## config.mk

```make
export PLATFORM = sky130hd
export DESIGN_NAME = i2c_clk_timebase
export DESIGN_NICKNAME = d
export VERILOG_FILES = /design/src/rtl/i2ctb_pkg.sv /design/src/rtl/i2ctb_prescaler.sv /design/src/rtl/i2ctb_scaler.sv /design/src/rtl/i2ctb_cond_detect.sv /design/src/rtl/i2c_clk_timebase.sv
export SDC_FILE = /design/constraint.sdc
export NUM_CORES = 1
export LEC_CHECK = 0
export BUFFER_PORTS_ARGS = -buffer_cell sky130_fd_sc_hd__buf_2
export CORE_ASPECT_RATIO = 1.1
export CORE_MARGIN = 1
export CORE_UTILIZATION = 55
export CTS_CLUSTER_SIZE = 30
export DETAILED_ROUTE_END_ITERATION = 16
export PLACE_DENSITY = 0.85
export SLEW_MARGIN = 20
export SYNTH_ARGS = -nofsm -noshare
export SYNTH_HDL_FRONTEND = slang
export SYNTH_HIERARCHICAL = 1
export SYNTH_SLANG_ARGS = --single-unit
```

## constraint.sdc

```tcl
create_clock -name clk -period 10.6 [get_ports clk]
set_input_delay 2.12 -clock clk [delete_from_list [all_inputs] [get_ports clk]]
set_output_delay 2.12 -clock clk [all_outputs]
set_load 0.01 [all_outputs]
```

## src/rtl/i2ctb_pkg.sv

```systemverilog
// Shared widths and the control word layout for the I2C timing generator.
package i2ctb_pkg;
    localparam int EXP_W  = 3;               // exponent field width
    localparam int SCAL_W = 4;               // scalar field width
    localparam int CFG_W  = EXP_W + SCAL_W;  // whole control word

    // Control word: scalar in the upper bits, exponent in the low bits.
    typedef struct packed {
        logic [SCAL_W-1:0] scal;
        logic [EXP_W-1:0]  expo;
    } cfg_t;
endpackage

```

## src/rtl/i2ctb_prescaler.sv

```systemverilog
// Exponent stage: divides the system clock by 2^expo and emits a registered
// one-cycle strobe. Assumes clr is high for the cycle of a control write.
module i2ctb_prescaler
    import i2ctb_pkg::*;
(
    input  logic             clk,
    input  logic             rst_n,
    input  logic             en,
    input  logic             clr,
    input  logic [EXP_W-1:0] expo,
    output logic             stb
);
    localparam int CNT_W = (1 << EXP_W) - 1;

    logic [CNT_W-1:0] cnt;
    logic [CNT_W-1:0] lim;
    logic             at_lim;

    // Terminal count 2^expo - 1 as a mask of expo low ones.
    always_comb begin
        for (int i = 0; i < CNT_W; i++) begin
            lim[i] = (i < int'(expo));
        end
    end

    assign at_lim = (cnt == lim);

    // Free-running counter with registered strobe; cleared when idle or on write.
    always_ff @(posedge clk) begin
        if (!rst_n || !en || clr) begin
            cnt <= '0;
            stb <= 1'b0;
        end else begin
            stb <= at_lim;
            cnt <= at_lim ? '0 : cnt + 1'b1;
        end
    end

    AST_STB_IDLE_LOW: assert property (@(posedge clk) disable iff (!rst_n)
        (!en || clr) |=> !stb) else $error("strobe while idle");
    AST_STB_SINGLE: assert property (@(posedge clk) disable iff (!rst_n)
        (stb && expo != '0) |=> !stb) else $error("strobe too wide");
endmodule

```

## src/rtl/i2ctb_scaler.sv

```systemverilog
// Scalar stage: counts prescaler strobes and inverts the SCL level after
// HALF_MULT*(scal+1) of them. Assumes stb is one cycle wide.
module i2ctb_scaler
    import i2ctb_pkg::*;
#(
    parameter int HALF_MULT = 5
) (
    input  logic              clk,
    input  logic              rst_n,
    input  logic              en,
    input  logic              clr,
    input  logic              stb,
    input  logic [SCAL_W-1:0] scal,
    output logic              scl,
    output logic              scl_edge
);
    localparam int MAX_HALF = HALF_MULT * (1 << SCAL_W);
    localparam int CNT_W    = $clog2(MAX_HALF);

    logic [CNT_W-1:0] cnt;
    logic [CNT_W-1:0] lim;

    // Strobes per half period, minus one.
    assign lim = CNT_W'(HALF_MULT * (int'(scal) + 1) - 1);

    // Edge marks the strobe that completes a half period.
    assign scl_edge = en && !clr && stb && (cnt == lim);

    // Half-period counter and SCL level; released high when idle or on write.
    always_ff @(posedge clk) begin
        if (!rst_n || !en || clr) begin
            cnt <= '0;
            scl <= 1'b1;
        end else if (stb) begin
            if (cnt == lim) begin
                cnt <= '0;
                scl <= ~scl;
            end else begin
                cnt <= cnt + 1'b1;
            end
        end
    end

    AST_EDGE_TOGGLES: assert property (@(posedge clk) disable iff (!rst_n)
        scl_edge |=> (scl != $past(scl))) else $error("edge without toggle");
    AST_SCL_HOLD: assert property (@(posedge clk) disable iff (!rst_n)
        (en && !clr && !scl_edge) |=> $stable(scl)) else $error("stray toggle");
    AST_SCL_IDLE_HIGH: assert property (@(posedge clk) disable iff (!rst_n)
        !en |=> scl) else $error("scl low while idle");
endmodule

```

## src/rtl/i2ctb_cond_detect.sv

```systemverilog
// Synchronizes SDA/SCL, samples them on each strobe and pulses START/STOP.
// Assumes SYNC_STAGES >= 1 and an idle bus (both lines high) after reset.
module i2ctb_cond_detect #(
    parameter int SYNC_STAGES = 2
) (
    input  logic clk,
    input  logic rst_n,
    input  logic stb,
    input  logic sda_in,
    input  logic scl_in,
    output logic start_det,
    output logic stop_det
);
    logic [1:0] sh [SYNC_STAGES];   // [1]=sda, [0]=scl per stage
    logic       sda_s, scl_s;
    logic       sda_q;

    assign sda_s = sh[SYNC_STAGES-1][1];
    assign scl_s = sh[SYNC_STAGES-1][0];

    // Synchronizer chain for both bus lines.
    always_ff @(posedge clk) begin
        if (!rst_n) begin
            for (int i = 0; i < SYNC_STAGES; i++) sh[i] <= 2'b11;
        end else begin
            sh[0] <= {sda_in, scl_in};
            for (int i = 1; i < SYNC_STAGES; i++) sh[i] <= sh[i-1];
        end
    end

    // Strobe-time sampling of SDA and condition flagging.
    always_ff @(posedge clk) begin
        if (!rst_n) begin
            sda_q     <= 1'b1;
            start_det <= 1'b0;
            stop_det  <= 1'b0;
        end else begin
            start_det <= stb && sda_q && !sda_s && scl_s;
            stop_det  <= stb && !sda_q && sda_s && scl_s;
            if (stb) sda_q <= sda_s;
        end
    end

    AST_START_ONE_CYCLE: assert property (@(posedge clk) disable iff (!rst_n)
        start_det |=> !start_det) else $error("wide start");
    AST_STOP_ONE_CYCLE: assert property (@(posedge clk) disable iff (!rst_n)
        stop_det |=> !stop_det) else $error("wide stop");
    AST_FLAG_ON_STROBE: assert property (@(posedge clk) disable iff (!rst_n)
        (start_det || stop_det) |-> $past(stb)) else $error("flag off strobe");
endmodule

```

## src/rtl/i2c_clk_timebase.sv

```systemverilog
// Top: control word register, exponent prescaler feeding the scalar SCL
// stage, and the START/STOP detector clocked by the same strobe.
// Assumes cfg_wr is synchronous to clk; a write restarts all counting.
module i2c_clk_timebase
    import i2ctb_pkg::*;
#(
    parameter int HALF_MULT   = 5,
    parameter int SYNC_STAGES = 2
) (
    input  logic             clk,
    input  logic             rst_n,
    input  logic             enable,
    input  logic             cfg_wr,
    input  logic [CFG_W-1:0] cfg_wdata,
    input  logic             sda_in,
    input  logic             scl_in,
    output logic             sample_stb,
    output logic             scl_master,
    output logic             scl_edge,
    output logic             start_det,
    output logic             stop_det
);
    cfg_t cfg_q;

    // Control word register.
    always_ff @(posedge clk) begin
        if (!rst_n)      cfg_q <= '0;
        else if (cfg_wr) cfg_q <= cfg_t'(cfg_wdata);
    end

    i2ctb_prescaler u_pre (
        .clk   (clk),
        .rst_n (rst_n),
        .en    (enable),
        .clr   (cfg_wr),
        .expo  (cfg_q.expo),
        .stb   (sample_stb)
    );

    i2ctb_scaler #(.HALF_MULT(HALF_MULT)) u_scl (
        .clk      (clk),
        .rst_n    (rst_n),
        .en       (enable),
        .clr      (cfg_wr),
        .stb      (sample_stb),
        .scal     (cfg_q.scal),
        .scl      (scl_master),
        .scl_edge (scl_edge)
    );

    i2ctb_cond_detect #(.SYNC_STAGES(SYNC_STAGES)) u_det (
        .clk       (clk),
        .rst_n     (rst_n),
        .stb       (sample_stb),
        .sda_in    (sda_in),
        .scl_in    (scl_in),
        .start_det (start_det),
        .stop_det  (stop_det)
    );

    AST_CFG_LOAD: assert property (@(posedge clk) disable iff (!rst_n)
        cfg_wr |=> (cfg_q == $past(cfg_wdata))) else $error("cfg not loaded");
    AST_WR_RESTART: assert property (@(posedge clk) disable iff (!rst_n)
        cfg_wr |=> (!sample_stb && scl_master)) else $error("no restart");
endmodule

```

# Word level (Yosys, flattened, before mapping)
# Memory sizes are Yosys's and may differ from the RTL's.
# Cells that the tools add are included.
[totals] register_bits=26 latchBits=0 mem_bits_rw=4 rom_bits=0 input_bits=13 output_inout_bits=5 elab_cells=50 memories=1
[classes] add_sub_neg=4 mul=1 n_div=0 order_cmp=7 n_eq_ne=2 shifts=0 n_mux=5 bitwise=3 reduce_logical=18
[mem_list] memory="u_det.sh" words=2 word_bits=2 rd=2 rd_clocked_by_memory_dff=0 write_ports=2 line_no="i2ctb_cond_detect.sv:14" rtl="logic [1:0] sh [SYNC_STAGES];"
[op_table] op="$mul A4 B32 Y7 const A" n=1
[op_table] op="$add A7 B1 Y7 const B" n=2
[op_table] op="$eq A7 B7 Y1" n=2
[op_table] op="$logic_and A1 B1 Y1" n=9
[op_table] op="$lt A3 B3 Y1 const A" n=3
[op_table] op="$mux W7" n=1
[op_table] op="$sub A7 B2 Y7 const B" n=1
[op_table] op="$lt A1 B3 Y1 const A" n=2
[op_table] op="$lt A2 B3 Y1 const A" n=2
[op_table] op="$add A4 B1 Y5 const B" n=1
[op_table] op="$logic_not A1 Y1" n=5
[op_table] op="$mux W2" n=2
[op_table] op="$logic_or A1 B1 Y1" n=2
[op_table] op="$mux W1" n=2
[op_table] op="$or A1 B1 Y1" n=2
[op_table] op="$reduce_and A2 Y1" n=1
[op_table] op="$reduce_or A2 Y1" n=1
[op_table] op="$not A1 Y1" n=1

# Longest topological paths before layout
# Gate-level depths: netlist of run 1.
[logic_depth] depth_word=5 mapped_depth=11 depth_no_buf=10

# Hierarchy
# Netlist of run 1, hierarchy kept.
[modules_own_cells] module="i2ctb_scaler" instances=1 cells_per_inst=80 area_per_inst_um2=752.0 seq_area_each_um2=160.2
[modules_own_cells] module="i2ctb_prescaler" instances=1 cells_per_inst=65 area_per_inst_um2=535.5 seq_area_each_um2=160.2
[modules_own_cells] module="i2c_clk_timebase" instances=1 cells_per_inst=22 area_per_inst_um2=265.3 seq_area_each_um2=140.1
[modules_own_cells] module="i2ctb_cond_detect" instances=1 cells_per_inst=16 area_per_inst_um2=219.0 seq_area_each_um2=140.1

# Worst setup path before layout of run 1
# Ideal clock, no wire load.
[synth_path] path_type="register to output" start="register cfg_q[3] in the netlist's numbering" end="output scl_edge" arrival_time_ns=2.724 required_ns=8.480 setup_slack_ns=5.756 path_stages_with_launch=11 path_buffers=0 path_cell_list="dfxtp_1 -> inv_1 -> ha_1 -> inv_1 -> fa_1 -> inv_1 -> ha_1 -> a21oi_1 -> xnor3_1 -> and3_2 -> and3_1"
[synth_between] elab_chain_len=5
[synth_rtl] element="start, declared" line_no="i2c_clk_timebase.sv:23" rtl="cfg_t cfg_q;"
[synth_rtl] element="start signal, assigned" line_no="i2c_clk_timebase.sv:28" rtl="else if (cfg_wr) cfg_q <= cfg_t'(cfg_wdata);"
[synth_rtl] element="$add A4 B1 Y5" line_no="i2ctb_scaler.sv:24" rtl="assign lim = CNT_W'(HALF_MULT * (int'(scal) + 1) - 1);"
[synth_rtl] element="$mul A4 B32 Y7" line_no="i2ctb_scaler.sv:24"
[synth_rtl] element="$sub A7 B2 Y7" line_no="i2ctb_scaler.sv:24"
[synth_rtl] element="$eq A7 B7 Y1" line_no="i2ctb_scaler.sv:27" rtl="assign scl_edge = en && !clr && stb && (cnt == lim);"
[synth_rtl] element="$logic_and A1 B1 Y1" line_no="i2ctb_scaler.sv:27"
[synth_rtl] element="end, declared" line_no="i2c_clk_timebase.sv:19" rtl="output logic scl_edge,"
# Every way passes these cells.

# Worst setup path after layout of run 1
# Same ends and word-level chain as after synthesis.

==> results of run 1 <==
==> cell usage in the layout (no fill, tap or decap), types with 3 or more instances in the layout <==
master	count
xor2_1	9
xnor2_1	14
and3_1	3
dfxtp_1	30
nor2b_1	9
a31oi_1	7
a21oi_1	5
nand2_1	15
nand3_1	4
nor2_1	7
buf_2	17
nor3_1	7
or2b_1	5
nand4_1	3
inv_1	6
clkbuf_4	5
mux2i_1	10
ha_1	8
==> how the worst min path moves through the flow <==
stage                          end  slack [ps]  cells after the start
detailed placement  u_det/sh[0][2]         390                      1
global placement    u_det/sh[0][2]         390                      1
finish              u_det/sh[0][3]         420                      1
CTS                 u_det/sh[0][2]         420                      1
global route        u_det/sh[0][2]         430                      1
floorplan           u_det/sh[0][2]         380                      1
==> worst reg2reg max path, stage by stage, from the launching register on <==
cell	delay, ps
dfxtp_1	510
ha_1	280
xor2_1	250
ha_1	310
fa_1	450
a21o_1	200
a21oi_1	180
xnor3_1	330
and4_1	300
nor4_4	260
==> final cells by class <==
class	instances	area, um^2
fill	266	1140
multi-input combinational	141	1100
sequential	30	601
timing repair buffer	17	85.1
clock buffer	6	51.3
tap	34	42.5
inverter	6	22.5
clock inverter	2	12.5
==> state kept, by name (all words and copies together) (netlist names) <==
name,count
cfg_q,7
u_det/sda_q,1
u_det/sh,4
u_det/start_det,1
u_det/stop_det,1
u_pre/cnt,7
u_pre/stb,1
u_scl/cnt,7
u_scl/scl,1
==> per-layer routing <==
layer | wire length, um | vias to the layer above | GRT usage [%]
met5 | 0 | - | 0
met4 | 32 | 0 | 9.41
met3 | 111 | 3 | 6.09
met2 | 1580 | 16 | 35.9
met1 | 1390 | 604 | 20.6
li1 | - | 683 | -
==> logic make-up after synthesis <==
family / share of synthesized area [%]
AO/OA/AOI/OAI: 10.4
AND/OR/NAND/NOR: 23.8
XOR/XNOR: 13.6
multiplexers: 5.65
flip-flops: 33.9
adder cells (fa/ha/maj): 8.47
buffers and inverters: 4.24
==> power by group through the flow <==
stage                     combinational, mW  sequential [mW]  clock [mW]
after floorplan                      0.0402            0.121           0
after global routing                 0.0530            0.120      0.0806
after global placement               0.0465            0.122           0
final                                0.0477            0.120      0.0712
after CTS                            0.0482            0.120      0.0740
after detailed placement             0.0479            0.122           0
==> summary.txt, run 1 <==
Clock network
  – H-tree Lvls: 2
  – Worst-path clk slew: 90 ps
  – CTS tree: done
  – CTS sink count: 30
  – Clock buffer depth: 2
  – CTS Hold Buffers Added: 0
  – Post-CTS setup buffer count: 0
  – Cts bufs inserted: 5
  – Clock root buffer: clkbuf_4
  – Post_cts resized: 0
  – Worst-Skew Late Latency: 330 ps

Power and ir drop
  – Power, Total: 0.239 mW
  – Max IR drop VDD: 111 uV
  – P_int: 0.171 mW
  – Pwr dens: 125 nW/um^2
  – Gate power share: 20.0%
  – Sw Ratio: 28.1%
  – Leakage: 0.775 nW
  – P_sw: 0.0671 mW
  – Flop pwr share: 50.2%
  – Clk pwr share: 29.8%

Yosys
  – Sequential share of the synthesized area: 33.9%
  – Synth area leaders: dfxtp_1, xnor2_1, ha_1
  – Primary FF master, synth: dfxtp_1
  – Post-synthesis net count: 206
  – Share of the synthesized area in the top cell type: 33.9%
  – Commonest cells post-synth: dfxtp_1, nand2_1, xnor2_1
  – Biggest area consumer among synthesized cells: dfxtp_1
  – Post-synth EDFFs: 0
  – Yosys cell types: 42
  – YS warnings: 6
  – Syn Inst Count: 183
  – Seq cells post-synth: 30
  – Post-synthesis cell area: 1770 um^2
  – Share of flip-flops with an asynchronous set or reset: 0%
  – Syn avg cell area: 9.68 um^2
  – Most frequent cell after synthesis: dfxtp_1

Placed design
  – Post-DP HPWL: 2310 um
  – Placed inst area: 1850 um^2
  – Port-buffer cells: 17
  – Inst Count DP: 228
  – Pre-CTS setup slack: 5480 ps
  – Routability cong.: 0.790

STA
  – Worst slew pin tran: 522 ps
  – Max_slew headroom: 64.9%
  – # setup viols final: 0
  – Slew Viols, Final: 0
  – Setup TNS: 0 ps
  – Fin Hold WS: 420 ps
  – Final min period: 5470 ps
  – Final Hold Fails: 0
  – Period utilization: 51.6%
  – Final worst slack: 5130 ps
  – RSZ-0062 raised after global routing: false
  – Skew final: 9.14 ps
  – FMAX: 183 MHz

Die
  – Starting Density: 58.1%
  – Placeable Area: 3050 um^2
  – Die W: 56.1 um
  – # IOs: 18
  – Die outline height: 61.5 um
  – Die area: 3450 um^2
  – FP Rows: 21

Setup path
  – Top delay family on crit path: adder cells
  – Critical R2R Capture: u_scl/cnt[2]
  – Worst-path maximum fanout: 8
  – Reg2reg path depth: 9
  – Crit path launch: cfg_q[3]
  – CP Data Arrival Time: 3350 ps
  – Critical-path top delay cell: dfxtp_1
  – Launch point of the worst reg-to-reg path: cfg_q[3]
  – Startpoint Class: register
  – CP Cell Sequence: ha_1 -> xor2_1 -> ha_1 -> fa_1 -> a21o_1 -> a21oi_1 -> xnor3_1 -> and3_2 -> and3_1 -> buf_2
  – Crit. End Element: output port
  – Worst path depth: 10
  – Setup slack on the worst flop-to-flop path: 7470 ps
  – Worst path required time: 8480 ps
  – Max incr delay on CP: 510 ps
  – Buf/Inv on CP: 1
  – CP endpoint: scl_edge
  – Crit-path most repeated cell: ha_1
  – Worst setup path class: reg2out

Drt
  – Final WL: 3110 um
  – DR vias: 1,306
  – Routed wire per std cell: 13.2 um
  – TritonRoute pass-1 iters: 4
  – Post-detailed-route DRC marker count: 0
  – Initial DRC Count: 18
  – Vias/cell: 5.53
  – Remaining antenna violation count after routing: 0

Worst hold path
  – Hold Path Class: reg2reg
  – Worst Min Path Start: u_det/sh[0][1]

GRT
  – Vias in the first global route: 1,223
  – Largest net degree at the start of global routing: 19
  – First-pass GRT wire length: 5060 um
  – Gr ovfl total: 0
  – Initial antenna violation count: 0
  – Overall global routing resource usage: 19.4%

Status
  – Outcome: completed

Cells and area
  – Nets: 224
  – N_diodes: 0
  – Layout Cells excl Fill: 236
  – Share of layout cells above drive strength 1: 17.8%
  – Fin util: 62.7%
  – P&R area growth vs syn: 7.84%
  – Cell area after layout: 1910 um^2

Flow run
  – Maxcap violations: 0
Note: power is estimated with default switching activity, not from simulation.
==> run 2, diff against run 1 <==
Settings changed: CORE_UTILIZATION 55 to 52, PLACE_DENSITY 0.85 to 0.84.
Clock period 10.6 ns to 4.7 ns, I/O delays scaled along.
==> summary.txt, run 2 (synthesized netlist as in run 1, its figures left out) <==
STA
  – FMAX: 230 MHz
  – # setup viols final: 0
  – Setup TNS: 0 ps
  – Final worst slack: 360 ps
  – Final min period: 4340 ps
  – Worst slew pin tran: 524 ps
  – RSZ-0062 raised after global routing: false
  – Skew final: 13.7 ps
  – Final Hold Fails: 0
  – Slew Viols, Final: 0
  – Period utilization: 92.3%
  – Max_slew headroom: 64.8%

Clock network
  – CTS tree: done
  – Clock buffer depth: 2
  – Clock root buffer: clkbuf_4
  – CTS sink count: 30
  – Worst-path clk slew: 90 ps
  – Worst-Skew Late Latency: 340 ps
  – Cts bufs inserted: 5
  – Post-CTS setup buffer count: 0
  – Post_cts resized: 0
  – H-tree Lvls: 2
  – CTS Hold Buffers Added: 0

Cells and area
  – Fillers: 272
  – Nets: 224
  – Fin util: 60.6%
  – P&R area growth vs syn: 7.84%
  – Leading cell types in the layout, fill and taps excluded: dfxtp_1, buf_2, nand2_1
  – Layout Cells excl Fill: 236
  – Most common cell after layout, fill and taps aside: dfxtp_1
  – Top flop regs: cfg_q: 7 flops, u_pre/cnt: 7 flops, u_scl/cnt: 7 flops
  – Share of layout cells above drive strength 1: 17.8%
  – N_diodes: 0

Power and ir drop
  – Clk pwr share: 30.3%
  – Sw Ratio: 28.8%
  – P_sw: 0.157 mW
  – Gate power share: 20.0%
  – Pwr dens: 284 nW/um^2
  – Flop pwr share: 49.7%
  – Max IR drop VDD: 166 uV
  – P_int: 0.387 mW
  – Leakage: 0.775 nW

Die
  – # IOs: 18
  – Placeable Area: 3150 um^2
  – Die area: 3640 um^2
  – FP Rows: 21
  – Die outline height: 63.2 um
  – Starting Density: 56.2%
  – Die W: 57.7 um

Setup path
  – Setup slack on the worst flop-to-flop path: 1500 ps
  – Critical R2R Capture: u_scl/scl
  – Worst-path maximum fanout: 8
  – Worst path required time: 3760 ps
  – Crit-path most repeated cell: ha_1
  – Launch point of the worst reg-to-reg path: cfg_q[3]
  – CP Cell Sequence: ha_1 -> xor2_1 -> ha_1 -> fa_1 -> a21o_1 -> a21oi_1 -> xnor3_1 -> and3_2 -> and3_1 -> buf_2
  – Reg2reg path depth: 9
  – Critical-path top delay cell: dfxtp_1
  – Worst setup path class: reg2out
  – Buf/Inv on CP: 1
  – Crit. End Element: output port
  – Top delay family on crit path: adder cells
  – Max incr delay on CP: 540 ps
  – Startpoint Class: register
  – CP Data Arrival Time: 3400 ps

GRT
  – Vias in the first global route: 1,290
  – M1 GR Usage: 23.3%
  – Routing usage on met3: 5.54%
  – Largest net degree at the start of global routing: 19
  – Overall global routing resource usage: 19.6%
  – Grt met2 use: 33.3%
  – Gr ovfl total: 0
  – Busiest layer in global routing: met2
  – Initial antenna violation count: 0
  – First-pass GRT wire length: 5530 um

Worst hold path
  – Worst Min Path Start: u_det/sh[0][0]
  – Hold Path Class: reg2reg
  – WHS Endpoint: u_det/sh[0][2]
  – Hold path cells: 1

Placed design
  – Port-buffer cells: 17
  – Pre-CTS setup slack: 730 ps
  – Post-DP HPWL: 2360 um
  – Routability cong.: 0.850
  – Inst Count DP: 228

Drt
  – Vias/cell: 5.75
  – DR vias: 1,358
  – Post-detailed-route DRC marker count: 0
  – Final WL: 3160 um
  – TritonRoute pass-1 iters: 4
  – Remaining antenna violation count after routing: 0
  – Initial DRC Count: 42
  – Routed wire per std cell: 13.4 um

Flow run
  – Maxcap violations: 0

Status
  – Outcome: completed
run 2: worst max-delay path by stage:
stage | cells after the start | endpoint | slack (ps) | startpoint
final | 10 | scl_edge | 360 | cfg_q[3]
after detailed placement | 10 | scl_edge | 730 | cfg_q[3]
after global routing | 11 | scl_edge | 140 | cfg_q[3]
after CTS | 10 | scl_edge | 340 | cfg_q[3]
after global placement | 11 | scl_edge | 850 | cfg_q[3]
after floorplan | 10 | scl_edge | 1040 | cfg_q[3]
run 2: final cells by class:
cell class	instances	area, um^2	share of cell area, %
sequential	30	601	31.4
tap	34	42.5	2.23
timing repair buffer	17	85.1	4.45
multi-input combinational	141	1100	57.4
clock inverter	2	12.5	0.655
inverter	6	22.5	1.18
clock buffer	6	51.3	2.69
run 2: power by group through the flow:
| stage | clock [mW] | combinational [mW] | sequential (mW) |
|---|---|---|---|
| 2_1_floorplan | 0 | 0.0907 | 0.272 |
| 3_3_place_gp | 0 | 0.105 | 0.276 |
| 3_5_place_dp | 0 | 0.108 | 0.276 |
| 4_1_cts | 0.171 | 0.109 | 0.270 |
| 5_1_grt | 0.182 | 0.123 | 0.272 |
| 6_report | 0.164 | 0.109 | 0.270 |
run 2: worst register-to-register path, delay by kind of cell, from the launching register on:
family / cells / cell delay, ps
muxes: 1 / 220
and+or+nand+nor: 3 / 880
xor gates and xnor gates: 2 / 380
DFF: 1 / 540
adders and majority gates: 3 / 1130
run 2: stage by stage:
step           total power, mW  hold WS [ps]  area, um^2
6_report                 0.543           412        1910
5_1_grt                  0.576           425        1910
4_1_cts                  0.550           416        1910
3_5_place_dp             0.384           393        1850
3_3_place_gp             0.381           388        1850
2_1_floorplan            0.363           385        1770
run 2: routing by layer:
metal  up-vias  share of wire (%)
li1        686                  -
met1       635                 44
met2        33                 49
met3         4                5.6
met4         0                1.2
met5         -                  0
==> run 3, diff against run 2 <==
Settings changed: CORE_ASPECT_RATIO 1.1 to 1.2, GPL_ROUTABILITY_DRIVEN set to 0.
==> summary.txt, run 3 (synthesized netlist as in run 1, its figures left out) <==
Power and ir drop
  – Pwr dens: 280 nW/um^2
  – Power, Total: 0.535 mW
  – Max IR drop VDD: 209 uV
  – Leakage: 0.776 nW

Drt
  – Vias/cell: 5.64
  – Initial DRC Count: 20
  – Routed wire per std cell: 13.3 um
  – TritonRoute pass-1 iters: 4
  – Post-detailed-route DRC marker count: 0
  – Remaining antenna violation count after routing: 0
  – Final WL: 3160 um
  – DR vias: 1,343

STA
  – Final min period: 4340 ps
  – # setup viols final: 0
  – FMAX: 230 MHz
  – Skew final: 6.82 ps
  – Worst slew pin tran: 561 ps
  – Period utilization: 92.4%
  – Max_slew headroom: 62.3%
  – RSZ-0062 raised after global routing: false
  – Final Hold Fails: 0
  – Slew Viols, Final: 0
  – Final worst slack: 359 ps
  – Setup TNS: 0 ps

Setup path
  – Startpoint Class: register
  – CP Data Arrival Time: 3400 ps
  – Launch point of the worst reg-to-reg path: cfg_q[3]
  – Worst setup path class: reg2out
  – Crit. End Element: output port
  – Worst path required time: 3760 ps
  – Crit path launch: cfg_q[3]
  – Worst-path maximum fanout: 8

Cells and area
  – Leading cell types in the layout, fill and taps excluded: dfxtp_1, buf_2, nand2_1
  – Nets: 224
  – Share of layout cells above drive strength 1: 17.3%
  – Top flop regs: cfg_q: 7 flops, u_pre/cnt: 7 flops, u_scl/cnt: 7 flops
  – N_diodes: 0
  – Most common cell after layout, fill and taps aside: dfxtp_1
  – P&R area growth vs syn: 7.77%
  – Layout Cells excl Fill: 238
  – Fin util: 60.3%

Clock network
  – Worst-Skew Late Latency: 330 ps
  – H-tree Lvls: 2
  – Post-CTS setup buffer count: 0
  – CTS sink count: 30
  – CTS Hold Buffers Added: 0
  – Worst-path clk slew: 80 ps
  – Clock buffer depth: 2
  – Clock root buffer: clkbuf_4
  – Post_cts resized: 0
  – Cts bufs inserted: 5
  – CTS tree: done

Placed design
  – Post-DP HPWL: 2320 um
  – Inst Count DP: 230
  – Port-buffer cells: 17
  – Pre-CTS setup slack: 723 ps

Die
  – Die W: 55.3 um
  – FP Rows: 22
  – Starting Density: 56.0%
  – Placeable Area: 3170 um^2
  – # IOs: 18
  – Die area: 3650 um^2
  – Die outline height: 65.9 um

Worst hold path
  – Worst Min Path Start: u_det/sh[0][0]
  – Hold Path Class: reg2reg

GRT
  – Largest net degree at the start of global routing: 19
  – First-pass GRT wire length: 5490 um
  – Vias in the first global route: 1,272
  – Overall global routing resource usage: 19.3%
  – Initial antenna violation count: 0
  – Gr ovfl total: 0

Flow run
  – Maxcap violations: 0

Status
  – Outcome: completed
## run 3: changes by cell type in the layout (fill, tap and decap cells not counted), sizes merged
| cell | change |
|---|---|
| clkinvlp | -1 |
| clkbuf | +1 |
## run 3: area by class of cell
| type | count | area, um^2 |
|---|---|---|
| Multi-Input combinational cell | 141 | 1100 |
| Tap cell | 36 | 45.0 |
| Clock inverter | 1 | 5.00 |
| Inverter | 6 | 22.5 |
| Sequential cell | 30 | 601 |
| Fill cell | 280 | 1260 |
| Clock buffer | 7 | 55.1 |
| Timing Repair Buffer | 17 | 85.1 |
## run 3: worst paths after layout
kind	to	slack, ps	depth (start not counted)
setup / recovery	scl_edge	360	10
hold / removal	u_det/sh[0][2]	420	1
setup reg to reg	u_scl/cnt[2]	1520	9
hold reg to reg	u_det/sh[0][2]	420	1
## run 3: metrics by stage
step / instance area, um^2 / hold WS [ps]
after floorplan: 1770 / 385
after global placement: 1850 / 387
after detailed placement: 1850 / 402
after CTS: 1910 / 422
after global routing: 1910 / 449
final: 1910 / 418
## run 3: routing by layer
metal  GRT usage (%)  routed length, um  vias up
met5               0                  0        -
met4            8.44                 55        0
met3            5.28                126        6
met2            34.8               1600       24
met1            21.2               1370      638
li1                -                  -      675
## run 3: report_power, final
group          switching (mW)  leakage, nW  internal, mW
combinational          0.0532        0.496        0.0549
clock                  0.0848       0.0353        0.0724
sequential            0.00996        0.244         0.260
total                   0.148        0.776         0.387
## run 3: critical path, stage by stage, from the launching register on
cell and delay (ps):
dfxtp_1 500, ha_1 300, xor2_1 270, ha_1 320, fa_1 440, a21o_1 190
a21oi_1 190, xnor3_1 340, and3_2 230, and3_1 180, buf_2 130
